===== src/rtl/cfg_mbox_pkg.sv =====
// Shared constants and types for the config-space mailbox register block.
// Assumes dword-aligned byte offsets inside the capability.
package cfg_mbox_pkg;
    localparam int unsigned DATA_W  = 32;
    localparam int unsigned LEN_W   = 18;

    // Byte offsets of the registers inside the capability
    localparam logic [7:0] OFS_CAP  = 8'h04;
    localparam logic [7:0] OFS_CTRL = 8'h08;
    localparam logic [7:0] OFS_STAT = 8'h0C;
    localparam logic [7:0] OFS_WMBX = 8'h10;
    localparam logic [7:0] OFS_RMBX = 8'h14;

    // Control bits
    localparam int unsigned CB_ABORT = 0;
    localparam int unsigned CB_INTEN = 1;
    localparam int unsigned CB_GO    = 31;

    // Status bits
    localparam int unsigned SB_BUSY  = 0;
    localparam int unsigned SB_INTST = 1;
    localparam int unsigned SB_ERR   = 2;
    localparam int unsigned SB_DOR   = 31;

    typedef enum logic [1:0] {
        MB_IDLE    = 2'd0,
        MB_SEND    = 2'd1,
        MB_COLLECT = 2'd2,
        MB_READY   = 2'd3
    } mb_state_e;
endpackage


===== src/rtl/cfg_mbox_fifo.sv =====
// Synchronous dword FIFO with occupancy count and clear.
// Assumes the caller never pushes when full nor pops when empty.
module cfg_mbox_fifo #(
    parameter int unsigned W     = 32,
    parameter int unsigned DEPTH = 16
) (
    input  logic                         clk,
    input  logic                         rst_n,
    input  logic                         clr,
    input  logic                         push,
    input  logic [W-1:0]                 wdata,
    input  logic                         pop,
    output logic [W-1:0]                 rdata,
    output logic [$clog2(DEPTH+1)-1:0]   count,
    output logic                         full,
    output logic                         empty
);
    localparam int unsigned AW = (DEPTH > 1) ? $clog2(DEPTH) : 1;
    localparam int unsigned CW = $clog2(DEPTH+1);
    localparam logic [AW-1:0] LAST_PTR = AW'(DEPTH-1);

    logic [W-1:0]  mem [DEPTH];
    logic [AW-1:0] wr_ptr, rd_ptr;
    logic [CW-1:0] cnt_q;

    // Storage write; no reset needed on the data array
    always_ff @(posedge clk) begin
        if (push) mem[wr_ptr] <= wdata;
    end

    // Pointer and occupancy bookkeeping
    always_ff @(posedge clk) begin
        if (!rst_n || clr) begin
            wr_ptr <= '0;
            rd_ptr <= '0;
            cnt_q  <= '0;
        end else begin
            if (push) wr_ptr <= (wr_ptr == LAST_PTR) ? '0 : wr_ptr + 1'b1;
            if (pop)  rd_ptr <= (rd_ptr == LAST_PTR) ? '0 : rd_ptr + 1'b1;
            if (push && !pop)      cnt_q <= cnt_q + 1'b1;
            else if (pop && !push) cnt_q <= cnt_q - 1'b1;
        end
    end

    assign rdata = mem[rd_ptr];
    assign count = cnt_q;
    assign full  = (cnt_q == CW'(DEPTH));
    assign empty = (cnt_q == '0);

    AST_FIFO_NO_OVERFLOW: assert property (@(posedge clk) disable iff (!rst_n)
        (push && !clr) |-> !full);
    AST_FIFO_NO_UNDERFLOW: assert property (@(posedge clk) disable iff (!rst_n)
        (pop && !clr) |-> !empty);
endmodule


===== src/rtl/cfg_mbox_ctrl.sv =====
// Object-level sequencer: GO/abort handling, length check, request send,
// response collection, ready/error/busy flags and interrupt generation.
// Assumes the register decode gives one-cycle strobes per access.
module cfg_mbox_ctrl
    import cfg_mbox_pkg::*;
#(
    parameter int unsigned REQ_DEPTH     = 16,
    parameter int unsigned RSP_DEPTH     = 16,
    parameter bit          INT_SUPPORTED = 1'b1
) (
    input  logic                            clk,
    input  logic                            rst_n,
    input  logic                            wr_ctrl,
    input  logic                            ctrl_abort,
    input  logic                            ctrl_go,
    input  logic                            ctrl_inten,
    input  logic                            wr_stat,
    input  logic                            stat_intclr,
    input  logic                            wr_wmbx,
    input  logic                            wr_rmbx,
    input  logic [LEN_W-1:0]                obj_len,
    input  logic [$clog2(REQ_DEPTH+1)-1:0]  req_cnt,
    input  logic                            req_full,
    input  logic                            req_empty,
    input  logic                            req_ready_i,
    input  logic                            rsp_valid_i,
    input  logic                            rsp_last_i,
    input  logic                            rsp_full,
    input  logic [$clog2(RSP_DEPTH+1)-1:0]  rsp_cnt,
    output logic                            req_push,
    output logic                            req_pop,
    output logic                            req_clr,
    output logic                            req_valid_o,
    output logic                            rsp_push,
    output logic                            rsp_pop,
    output logic                            rsp_clr,
    output logic                            rsp_ready_o,
    output logic                            go_ok,
    output logic                            busy,
    output logic                            error,
    output logic                            dor,
    output logic                            int_en,
    output logic                            int_sts,
    output logic                            irq
);
    localparam int unsigned RCW = $clog2(REQ_DEPTH+1);
    localparam int unsigned SCW = $clog2(RSP_DEPTH+1);

    mb_state_e state_q, state_d;
    logic      err_q, ists_q, irq_q;
    logic      abort, go, len_bad, wm_bad, rsp_acc, rsp_ovf, enter_ready;

    // Decode of object-level events from register strobes
    always_comb begin
        abort    = wr_ctrl && ctrl_abort;
        go       = wr_ctrl && ctrl_go && !abort && !err_q && (state_q == MB_IDLE);
        len_bad  = (obj_len < LEN_W'(2)) || (obj_len != LEN_W'(req_cnt));
        go_ok    = go && !len_bad;
        wm_bad   = wr_wmbx && ((state_q != MB_IDLE) || req_full);
        req_push = wr_wmbx && !wm_bad && !err_q;
        req_valid_o = (state_q == MB_SEND) && !req_empty;
        req_pop  = req_valid_o && req_ready_i && !abort;
        rsp_ready_o = (state_q == MB_COLLECT);
        rsp_acc  = rsp_valid_i && rsp_ready_o && !abort;
        rsp_push = rsp_acc && !rsp_full;
        rsp_ovf  = rsp_acc && rsp_full;
        rsp_pop  = wr_rmbx && (state_q == MB_READY) && !abort;
        req_clr  = abort || (go && len_bad);
        rsp_clr  = abort || rsp_ovf;
        enter_ready = rsp_push && rsp_last_i;
    end

    // Next-state selection of the object sequencer
    always_comb begin
        state_d = state_q;
        if (abort) begin
            state_d = MB_IDLE;
        end else begin
            unique case (state_q)
                MB_IDLE:    if (go_ok) state_d = MB_SEND;
                MB_SEND:    if (req_pop && req_cnt == RCW'(1)) state_d = MB_COLLECT;
                MB_COLLECT: if (rsp_ovf) state_d = MB_IDLE;
                            else if (enter_ready) state_d = MB_READY;
                MB_READY:   if (rsp_pop && rsp_cnt == SCW'(1)) state_d = MB_IDLE;
                default:    state_d = MB_IDLE;
            endcase
        end
    end

    // State, error, interrupt status and pulse registers
    always_ff @(posedge clk) begin
        if (!rst_n) begin
            state_q <= MB_IDLE;
            err_q   <= 1'b0;
            ists_q  <= 1'b0;
            irq_q   <= 1'b0;
        end else begin
            state_q <= state_d;
            if (abort)                                 err_q <= 1'b0;
            else if ((go && len_bad) || wm_bad || rsp_ovf) err_q <= 1'b1;
            if (enter_ready && int_en)                 ists_q <= 1'b1;
            else if (wr_stat && stat_intclr)           ists_q <= 1'b0;
            irq_q <= enter_ready && int_en;
        end
    end

    // Interrupt enable exists only when interrupts are supported
    generate
        if (INT_SUPPORTED) begin : g_inten
            logic inten_q;
            // Capture interrupt enable on every control write
            always_ff @(posedge clk) begin
                if (!rst_n)       inten_q <= 1'b0;
                else if (wr_ctrl) inten_q <= ctrl_inten;
            end
            assign int_en = inten_q;
        end else begin : g_nointen
            assign int_en = 1'b0;
        end
    endgenerate

    assign busy    = (state_q == MB_SEND) || (state_q == MB_COLLECT);
    assign dor     = (state_q == MB_READY);
    assign error   = err_q;
    assign int_sts = ists_q;
    assign irq     = irq_q;

    AST_IRQ_SINGLE: assert property (@(posedge clk) disable iff (!rst_n)
        irq |=> !irq);
    AST_IRQ_WITH_READY: assert property (@(posedge clk) disable iff (!rst_n)
        irq |-> (dor && int_sts));
    AST_ABORT_CLEARS: assert property (@(posedge clk) disable iff (!rst_n)
        abort |=> (!busy && !dor && !error));
    AST_BADLEN_ERROR: assert property (@(posedge clk) disable iff (!rst_n)
        (go && len_bad) |=> (error && !busy));
    AST_READY_HOLDS: assert property (@(posedge clk) disable iff (!rst_n)
        (dor && !wr_rmbx && !abort) |=> dor);
    AST_GO_BLOCKED_ON_ERR: assert property (@(posedge clk) disable iff (!rst_n)
        (wr_ctrl && ctrl_go && error && !busy && !dor) |=> !busy);
endmodule


===== src/rtl/cfg_mbox_regif.sv =====
// Top of the config-space mailbox: register decode, request and response
// buffers, header length capture and the object sequencer.
// Assumes one cycle per access and combinational read data.
module cfg_mbox_regif
    import cfg_mbox_pkg::*;
#(
    parameter int unsigned ADDR_W        = 12,
    parameter int unsigned REQ_DEPTH     = 16,
    parameter int unsigned RSP_DEPTH     = 16,
    parameter bit          INT_SUPPORTED = 1'b1,
    parameter logic [10:0] INT_MSG_NUM   = 11'd5
) (
    input  logic              clk,
    input  logic              rst_n,
    input  logic              cfg_valid,
    input  logic              cfg_write,
    input  logic [ADDR_W-1:0] cfg_addr,
    input  logic [31:0]       cfg_wdata,
    output logic [31:0]       cfg_rdata,
    output logic              req_valid,
    input  logic              req_ready,
    output logic [31:0]       req_data,
    output logic              req_last,
    input  logic              rsp_valid,
    output logic              rsp_ready,
    input  logic [31:0]       rsp_data,
    input  logic              rsp_last,
    output logic              irq_pulse
);
    localparam int unsigned RCW = $clog2(REQ_DEPTH+1);
    localparam int unsigned SCW = $clog2(RSP_DEPTH+1);

    logic           sel_cap, sel_ctrl, sel_stat, sel_wmbx, sel_rmbx;
    logic           wr_ctrl, wr_stat, wr_wmbx, wr_rmbx;
    logic           req_push, req_pop, req_clr, req_full, req_empty;
    logic           rsp_push, rsp_pop, rsp_clr, rsp_full, rsp_empty;
    logic [RCW-1:0] req_cnt;
    logic [SCW-1:0] rsp_cnt;
    logic [31:0]    rsp_head;
    logic [LEN_W-1:0] len_q;
    logic           go_ok, busy, error, dor, int_en, int_sts;

    // Register select decode on full byte offset
    always_comb begin
        sel_cap  = (cfg_addr == ADDR_W'(OFS_CAP));
        sel_ctrl = (cfg_addr == ADDR_W'(OFS_CTRL));
        sel_stat = (cfg_addr == ADDR_W'(OFS_STAT));
        sel_wmbx = (cfg_addr == ADDR_W'(OFS_WMBX));
        sel_rmbx = (cfg_addr == ADDR_W'(OFS_RMBX));
        wr_ctrl  = cfg_valid && cfg_write && sel_ctrl;
        wr_stat  = cfg_valid && cfg_write && sel_stat;
        wr_wmbx  = cfg_valid && cfg_write && sel_wmbx;
        wr_rmbx  = cfg_valid && cfg_write && sel_rmbx;
    end

    // Read data multiplexer
    always_comb begin
        cfg_rdata = '0;
        if (sel_cap) begin
            cfg_rdata[0]    = INT_SUPPORTED;
            cfg_rdata[11:1] = INT_MSG_NUM;
        end else if (sel_ctrl) begin
            cfg_rdata[CB_INTEN] = int_en;
        end else if (sel_stat) begin
            cfg_rdata[SB_BUSY]  = busy;
            cfg_rdata[SB_INTST] = int_sts;
            cfg_rdata[SB_ERR]   = error;
            cfg_rdata[SB_DOR]   = dor;
        end else if (sel_rmbx) begin
            cfg_rdata = (dor && !rsp_empty) ? rsp_head : '0;
        end
    end

    // Capture the length field when the second request dword is written
    always_ff @(posedge clk) begin
        if (!rst_n || req_clr || go_ok)         len_q <= '0;
        else if (req_push && req_cnt == RCW'(1)) len_q <= cfg_wdata[LEN_W-1:0];
    end

    cfg_mbox_fifo #(.W(32), .DEPTH(REQ_DEPTH)) u_req_buf (
        .clk(clk), .rst_n(rst_n), .clr(req_clr),
        .push(req_push), .wdata(cfg_wdata), .pop(req_pop),
        .rdata(req_data), .count(req_cnt), .full(req_full), .empty(req_empty)
    );

    cfg_mbox_fifo #(.W(32), .DEPTH(RSP_DEPTH)) u_rsp_buf (
        .clk(clk), .rst_n(rst_n), .clr(rsp_clr),
        .push(rsp_push), .wdata(rsp_data), .pop(rsp_pop),
        .rdata(rsp_head), .count(rsp_cnt), .full(rsp_full), .empty(rsp_empty)
    );

    cfg_mbox_ctrl #(
        .REQ_DEPTH(REQ_DEPTH), .RSP_DEPTH(RSP_DEPTH), .INT_SUPPORTED(INT_SUPPORTED)
    ) u_ctrl (
        .clk(clk), .rst_n(rst_n),
        .wr_ctrl(wr_ctrl), .ctrl_abort(cfg_wdata[CB_ABORT]),
        .ctrl_go(cfg_wdata[CB_GO]), .ctrl_inten(cfg_wdata[CB_INTEN]),
        .wr_stat(wr_stat), .stat_intclr(cfg_wdata[SB_INTST]),
        .wr_wmbx(wr_wmbx), .wr_rmbx(wr_rmbx), .obj_len(len_q),
        .req_cnt(req_cnt), .req_full(req_full), .req_empty(req_empty),
        .req_ready_i(req_ready), .rsp_valid_i(rsp_valid), .rsp_last_i(rsp_last),
        .rsp_full(rsp_full), .rsp_cnt(rsp_cnt),
        .req_push(req_push), .req_pop(req_pop), .req_clr(req_clr),
        .req_valid_o(req_valid), .rsp_push(rsp_push), .rsp_pop(rsp_pop),
        .rsp_clr(rsp_clr), .rsp_ready_o(rsp_ready), .go_ok(go_ok),
        .busy(busy), .error(error), .dor(dor), .int_en(int_en),
        .int_sts(int_sts), .irq(irq_pulse)
    );

    assign req_last = req_valid && (req_cnt == RCW'(1));

    AST_REQ_STABLE: assert property (@(posedge clk) disable iff (!rst_n)
        (req_valid && !req_ready && !wr_ctrl) |=> (req_valid && $stable(req_data)));
    AST_BUSY_SET_AFTER_GO: assert property (@(posedge clk) disable iff (!rst_n)
        go_ok |=> busy);
endmodule


===== config.mk =====
export PLATFORM = sky130hd
export DESIGN_NAME = cfg_mbox_regif
export DESIGN_NICKNAME = d
export VERILOG_FILES = /design/src/rtl/cfg_mbox_pkg.sv /design/src/rtl/cfg_mbox_fifo.sv /design/src/rtl/cfg_mbox_ctrl.sv /design/src/rtl/cfg_mbox_regif.sv
export SDC_FILE = /design/constraint.sdc
export NUM_CORES = 1
export LEC_CHECK = 0
export BUFFER_PORTS_ARGS = -buffer_cell sky130_fd_sc_hd__buf_2
export CORE_MARGIN = 1.5
export CORE_UTILIZATION = 60
export CTS_BUF_LIST = sky130_fd_sc_hd__clkbuf_16
export DETAILED_ROUTE_END_ITERATION = 10
export GPL_TIMING_DRIVEN = 0
export HOLD_SLACK_MARGIN = 0.15
export PLACE_DENSITY = 0.9
export SETUP_SLACK_MARGIN = 0.2
export SYNTH_ARGS = -nofsm -noshare
export SYNTH_HDL_FRONTEND = slang
export SYNTH_SLANG_ARGS = --single-unit

===== constraint.sdc =====
create_clock -name clk -period 9.7 [get_ports clk]
set_clock_uncertainty 0.05 [all_clocks]
set_input_delay 0.485 -clock clk [delete_from_list [all_inputs] [get_ports clk]]
set_output_delay 0.485 -clock clk [all_outputs]
set_load 0.01 [all_outputs]

-- Yosys cells after proc, flatten, opt, wreduce, memory -nomap -nowiden
Memories as Yosys holds them, arrays and structs flattened. A register that Yosys moved wholly into a read port is not among the register bits.
Index checks and enable logic that the tools add are counted.
- RAM bits: 1024
- output and inout port bits: 68
- memories kept: 2
- bits in registers: 50
- input bits: 83
- memories (name ; words ; bits a word ; read ports ; clocked after Yosys merged registers in ; write ports ; RTL line ; source):
    u_req_buf.mem ; 16 ; 32 ; 1 ; 1 ; 1 ; cfg_mbox_fifo.sv:22 ; logic [W-1:0] mem [DEPTH];
    u_rsp_buf.mem ; 16 ; 32 ; 1 ; 1 ; 1 ; cfg_mbox_fifo.sv:22 ;
- add/sub/neg operators: 8
- reduce and logical (&&, ||, !) cells: 67
- equal/unequal tests: 21
- muxes and demuxes: 34
- bitwise gates (word level): 1
- order comparisons: 1
- operators by type and width (cell ; number):
    32-bit two-way mux ; 2
    1-bit logical AND ; 36
    4-bit two-way mux ; 8
    30-bit two-way mux ; 1
    28-bit two-way mux ; 1
    12-bit by 4-bit == test with 1-bit output, second input constant ; 2
    12-bit by 5-bit == test with 1-bit output, second input constant ; 2
    20-bit two-way mux ; 1
    5-bit two-way mux ; 4
    18-bit by 2-bit < comparator with 1-bit output, second input constant ; 1
    18-bit by 5-bit != test with 1-bit output ; 1
    4-bit by 1-bit adder with 4-bit output, second input constant ; 4
    4-bit == test, second input constant ; 4
    12-bit by 3-bit == test with 1-bit output, second input constant ; 1
    1-bit logical NOT ; 12
    12-bit two-way mux ; 1
    5-bit by 1-bit adder with 5-bit output, second input constant ; 2
    5-bit by 1-bit == test with 1-bit output, second input constant ; 2
    5-bit == test, second input constant ; 2
    5-bit logical NOT ; 2
    1-bit logical OR ; 10
    2-bit two-way mux ; 5
    5-bit by 1-bit subtractor with 5-bit output, second input constant ; 2
    1-bit two-way mux ; 9
    other kinds (12) ; 17

-- Depth between registers and ports, before layout
- depth after elaboration: 11
- mapped depth: 12
- depth with buffers taken out: 10

-- Modules after synthesis
A second synthesis with hierarchy kept.
- cells, all modules: 2033
- area, all modules: 41888.9 um^2
- modules (own cells, without submodules) (module ; cells an instance ; area an instance (um^2) ; times used):
    cfg_mbox_fifo (u_rsp_buf) ; 894 ; 20035.5 ; 1
    cfg_mbox_fifo (u_req_buf) ; 894 ; 20034.2 ; 1
    cfg_mbox_regif ; 178 ; 1241.2 ; 1
    cfg_mbox_ctrl ; 67 ; 578.1 ; 1

-- Worst setup path after synthesis
Ideal clock, no wire load.
- path kind: input-to-reg
- start point: input port cfg_addr[9]
- end point: memory u_req_buf.mem[3][0] (enable)
- arrival time: 3.876 ns
- library setup time: 0.461 ns
- data required time: 9.189 ns
- setup slack: 5.313 ns
- stages: 6
- cell sequence: nor4_1 -> nand4_1 -> nor4b_1 -> buf_2 -> nand2_1 -> nor3_1
- word-level cells in the longest chain between the ends: 8
- RTL lines (element ; RTL line ; source):
    from (decl) ; cfg_mbox_regif.sv:17 ; input logic [ADDR_W-1:0] cfg_addr,
    12-bit by 5-bit == test with 1-bit output (*) ; cfg_mbox_regif.sv:48 ; sel_wmbx = (cfg_addr == ADDR_W'(OFS_WMBX));
    1-bit logical AND (*) ; cfg_mbox_regif.sv:52 ; wr_wmbx = cfg_valid && cfg_write && sel_wmbx;
    1-bit logical AND ; cfg_mbox_ctrl.sv:59 ; wm_bad = wr_wmbx && ((state_q != MB_IDLE) || req_full);
    1-bit logical NOT ; cfg_mbox_ctrl.sv:60 ; req_push = wr_wmbx && !wm_bad && !err_q;
    1-bit logical AND (*) (2 in series) ; cfg_mbox_ctrl.sv:60 ;
    1-bit two-way mux (*) ; cfg_mbox_fifo.sv:28 ; if (push) mem[wr_ptr] <= wdata;
    1-bit two-way mux (not written as such) (*) ; cfg_mbox_fifo.sv:28 ;
    to (decl) ; cfg_mbox_fifo.sv:22 ;
Every way passes the cells marked *; elsewhere a longest branch is shown, timed or not.

==> out/results.tsv <==
metric	value	unit
grt_pass1_vias	23500	
min_period_over_period	0.484	
syn_nets	1962	
mostFrequentLayoutCells	edfxtp_1, mux4_2, buf_2	
hp-start	cfg_wdata[17]	
cts_hold_buf	57	
netlist_area	41700	um^2
rr_worst_depth	10	
tightest_slew	1.25	ns
fin_setup_tns	0	ns
period_minus_slack	4.70	ns
clk_latency	0.68	ns
syn_inst	1855	
end_kind	output port	
cts.clk_slew.worst_paths	0.07	ns
synth_seq_cells	1082	
avgSynthCellArea	22.5	um^2
vias_per_cell	6.96	
netSwitchingPower	1860	uW
antenna_found_initial	10	
cts.sinks	1082	
dpl.hpwl	66000	um
ys_types	57	
grt_first_pass_wirelength	162000	um
htree_levels	3	
cp-start-kind	flop	
grt_overflow	0	
ir_drop	0.195	mV
synth_edf_count	1024	
synth_async_sr_flop_share	0	
place_congestion	0.817	
outcome	completed	
max_freq	0.213	GHz
power.share.combinational	0.012	
hold_path_depth	1	
area_delta_synth_final	16.7	%
final_core_util	0.708	
hold_class	in2reg	
seq_power_share	0.550	
required	9.17	ns
grt_max_degree	25	
die_w	267	um
drive_above_1_share	0.317	
first_iter_violations	3551	
finalNetCount	2325	
p_leak	0.0152	uW
cts_setup_buffers	0	
cts.path.max_buffers	3	
postRouteWirelength	115000	um
path_max_fanout	10	
reg2reg_slack	5.77	ns
rsz0062_at_grt	no	
coreArea	68700	um^2
maxSlewViolCount	0	
intPower	7410	uW
synth_top_family_by_area	multiplexers	
drc_errors	0	
dr.pass1.iters	6	
die_h	267	um
yosys_most_used_dff	edfxtp_1	
cap_violations	0	
finalSetupViolCount	0	
crit_type	reg2out	
grt_use_total	0.328	
root_buffer	clkbuf_16	
final_common_cell	edfxtp_1	
yosysWarnings	0	
swShare	0.201	
cts-resized-gates	0	
final_antenna_net_count	0	
die_area	71000	um^2
routedWlPerCell	35.4	um
whs_endpoint	u_req_buf.mem[13][17]	
synthMuxAreaShare	0.175	
synthXorXnorAreaFrac	0.00378	
hold_viol_final	0	
r2r-end	u_rsp_buf.mem[2][8]	
tritoncts	done	
r2r_start	u_rsp_buf.count[0]	
seq_area_frac_synth	0.766	
synthSimpleGateAreaFrac	0.0278	
num_vias	22500	
num_io_pins	151	
cts_buffers	100	
slew_headroom	0.164	
floorplan.initialDensity	0.606	
port_buffers	150	
power_density	191	nW/um^2
worst-endpoint-arrival	4.16	ns
num_rows	96	
p_clk_frac	0.438	
synth-compound-area-share	0.0104	
yosys.area_share.adder	0.00721	
==> area by class of cell <==
| type | instances | area, um^2 |
|---|---|---|
| diodes | 4 | 10.0 |
| plain buffers | 89 | 359 |
| clock buffers | 104 | 2600 |
| clock inverters | 84 | 781 |
| fillers | 3764 | 20100 |
| inverters | 17 | 63.8 |
| multi-input cells | 667 | 9560 |
| flip-flops and latches | 1082 | 31900 |
| well taps | 931 | 1160 |
| repair buffers | 261 | 2190 |
==> stage by stage <==
stage / instance area [um^2] / power (uW) / cells / hold slack [ns] / setup slack, ns
3_5_place_dp: 44700 / 5290 / 2990 / 0.404 / 5.42
4_1_cts: 48600 / 9280 / 3235 / 0.151 / 5.06
2_1_floorplan: 41700 / 5210 / 1855 / 0.383 / 5.31
5_1_grt: 48600 / 9440 / 3236 / 0.172 / 4.99
3_3_place_gp: 43600 / 5270 / 2936 / 0.395 / 1.74
6_report: 48600 / 9280 / 3239 / 0.179 / 5.00
==> how the worst max path moves through the flow <==
| stage | slack, ns | cells after the start | end | startpoint |
|---|---|---|---|---|
| after floorplan | 5.31 | 6 | u_req_buf.mem[3][0] | cfg_addr[9] |
| after global placement | 1.74 | 7 | u_req_buf.mem[0][14] | cfg_addr[9] |
| after detailed placement | 5.42 | 8 | u_req_buf.mem[6][14] | cfg_addr[9] |
| after CTS | 5.06 | 7 | cfg_rdata[23] | flop |
| after global routing | 4.99 | 7 | cfg_rdata[23] | flop |
| final | 5.00 | 7 | cfg_rdata[23] | flop |
==> state kept, by name, summed over array words and instances (netlist names), named ones only <==
signal,cells
u_rsp_buf.count,5
u_rsp_buf.wr_ptr,4
u_rsp_buf.rd_ptr,4
u_req_buf.wr_ptr,4
u_rsp_buf.mem,512
u_req_buf.rd_ptr,4
u_ctrl.irq,1
u_req_buf.count,5
u_ctrl.int_en,1
u_ctrl.error,1
len_q,18
u_ctrl.int_sts,1
u_req_buf.mem,512
u_ctrl.state_q,2
==> Yosys cell counts, types with 2 or more instances <==
library cell	count	area share
a311o_1	2	0.00048
o211ai_1	2	0.00036
nor2b_1	29	0.0044
a31oi_1	3	0.00045
a21oi_1	34	0.0041
clkbuf_1	49	0.0044
nand4_1	12	0.0018
nor3_2	2	0.00048
nor4b_1	2	0.00042
a21o_1	2	0.00036
nand2b_1	5	0.00075
nor2_1	56	0.0050
a22oi_1	2	0.00036
or4_1	2	0.00036
a211o_1	2	0.00042
nand3_1	26	0.0031
or4_4	3	0.00081
o2bb2ai_1	3	0.00063
mux2i_1	9	0.0022
nor3_1	16	0.0019
edfxtp_1	1024	0.74
nor4_1	7	0.0011
o21ai_0	6	0.00072
or3_1	2	0.00030
o41ai_1	2	0.00042
xor2_1	8	0.0017
mux4_2	319	0.17
buf_1	27	0.0024
nand2_1	52	0.0047
o21a_1	2	0.00036
buf_2	11	0.0013
dfxtp_1	58	0.028
ha_1	24	0.0072
inv_1	17	0.0015
xnor2_1	10	0.0021
a211oi_1	3	0.00054
or3_2	2	0.00036
==> power groups by stage <==
| stage | clock network, uW | registers, uW | logic [uW] |
|---|---|---|---|
| 6_report | 4060 | 5100 | 111 |
| 5_1_grt | 4230 | 5100 | 116 |
| 3_3_place_gp | 0 | 5200 | 71.7 |
| 2_1_floorplan | 0 | 5200 | 6.64 |
| 4_1_cts | 4080 | 5100 | 106 |
| 3_5_place_dp | 0 | 5200 | 84.1 |
==> worst max-delay path, stage by stage (launching register included) <==
cell and delay, ns:
dfxtp_1 0.34, clkbuf_1 0.40, clkbuf_1 0.58, buf_1 0.84, mux4_2 0.48, mux4_2 0.49, nor2b_1 0.15, buf_2 0.19
==> layer usage <==
metal / share of wire / wire length [um] / up-vias / GRT usage
li1: - / - / 8563 / -
met1: 0.32 / 36300 / 11500 / 0.385
met2: 0.52 / 59500 / 2010 / 0.571
met3: 0.11 / 12100 / 452 / 0.0687
met4: 0.058 / 6600 / 14 / 0.173
met5: 0.00074 / 85 / - / 0
==> logic make-up after synthesis <==
group,after synthesis
AO/OA/AOI/OAI,69
XOR/XNOR,18
adder cells (fa/ha/maj),24
buffers and inverters,106
flip-flops,1082
multiplexers,329
AND/OR/NAND/NOR,227
Note: power is estimated with default switching activity, not from simulation.
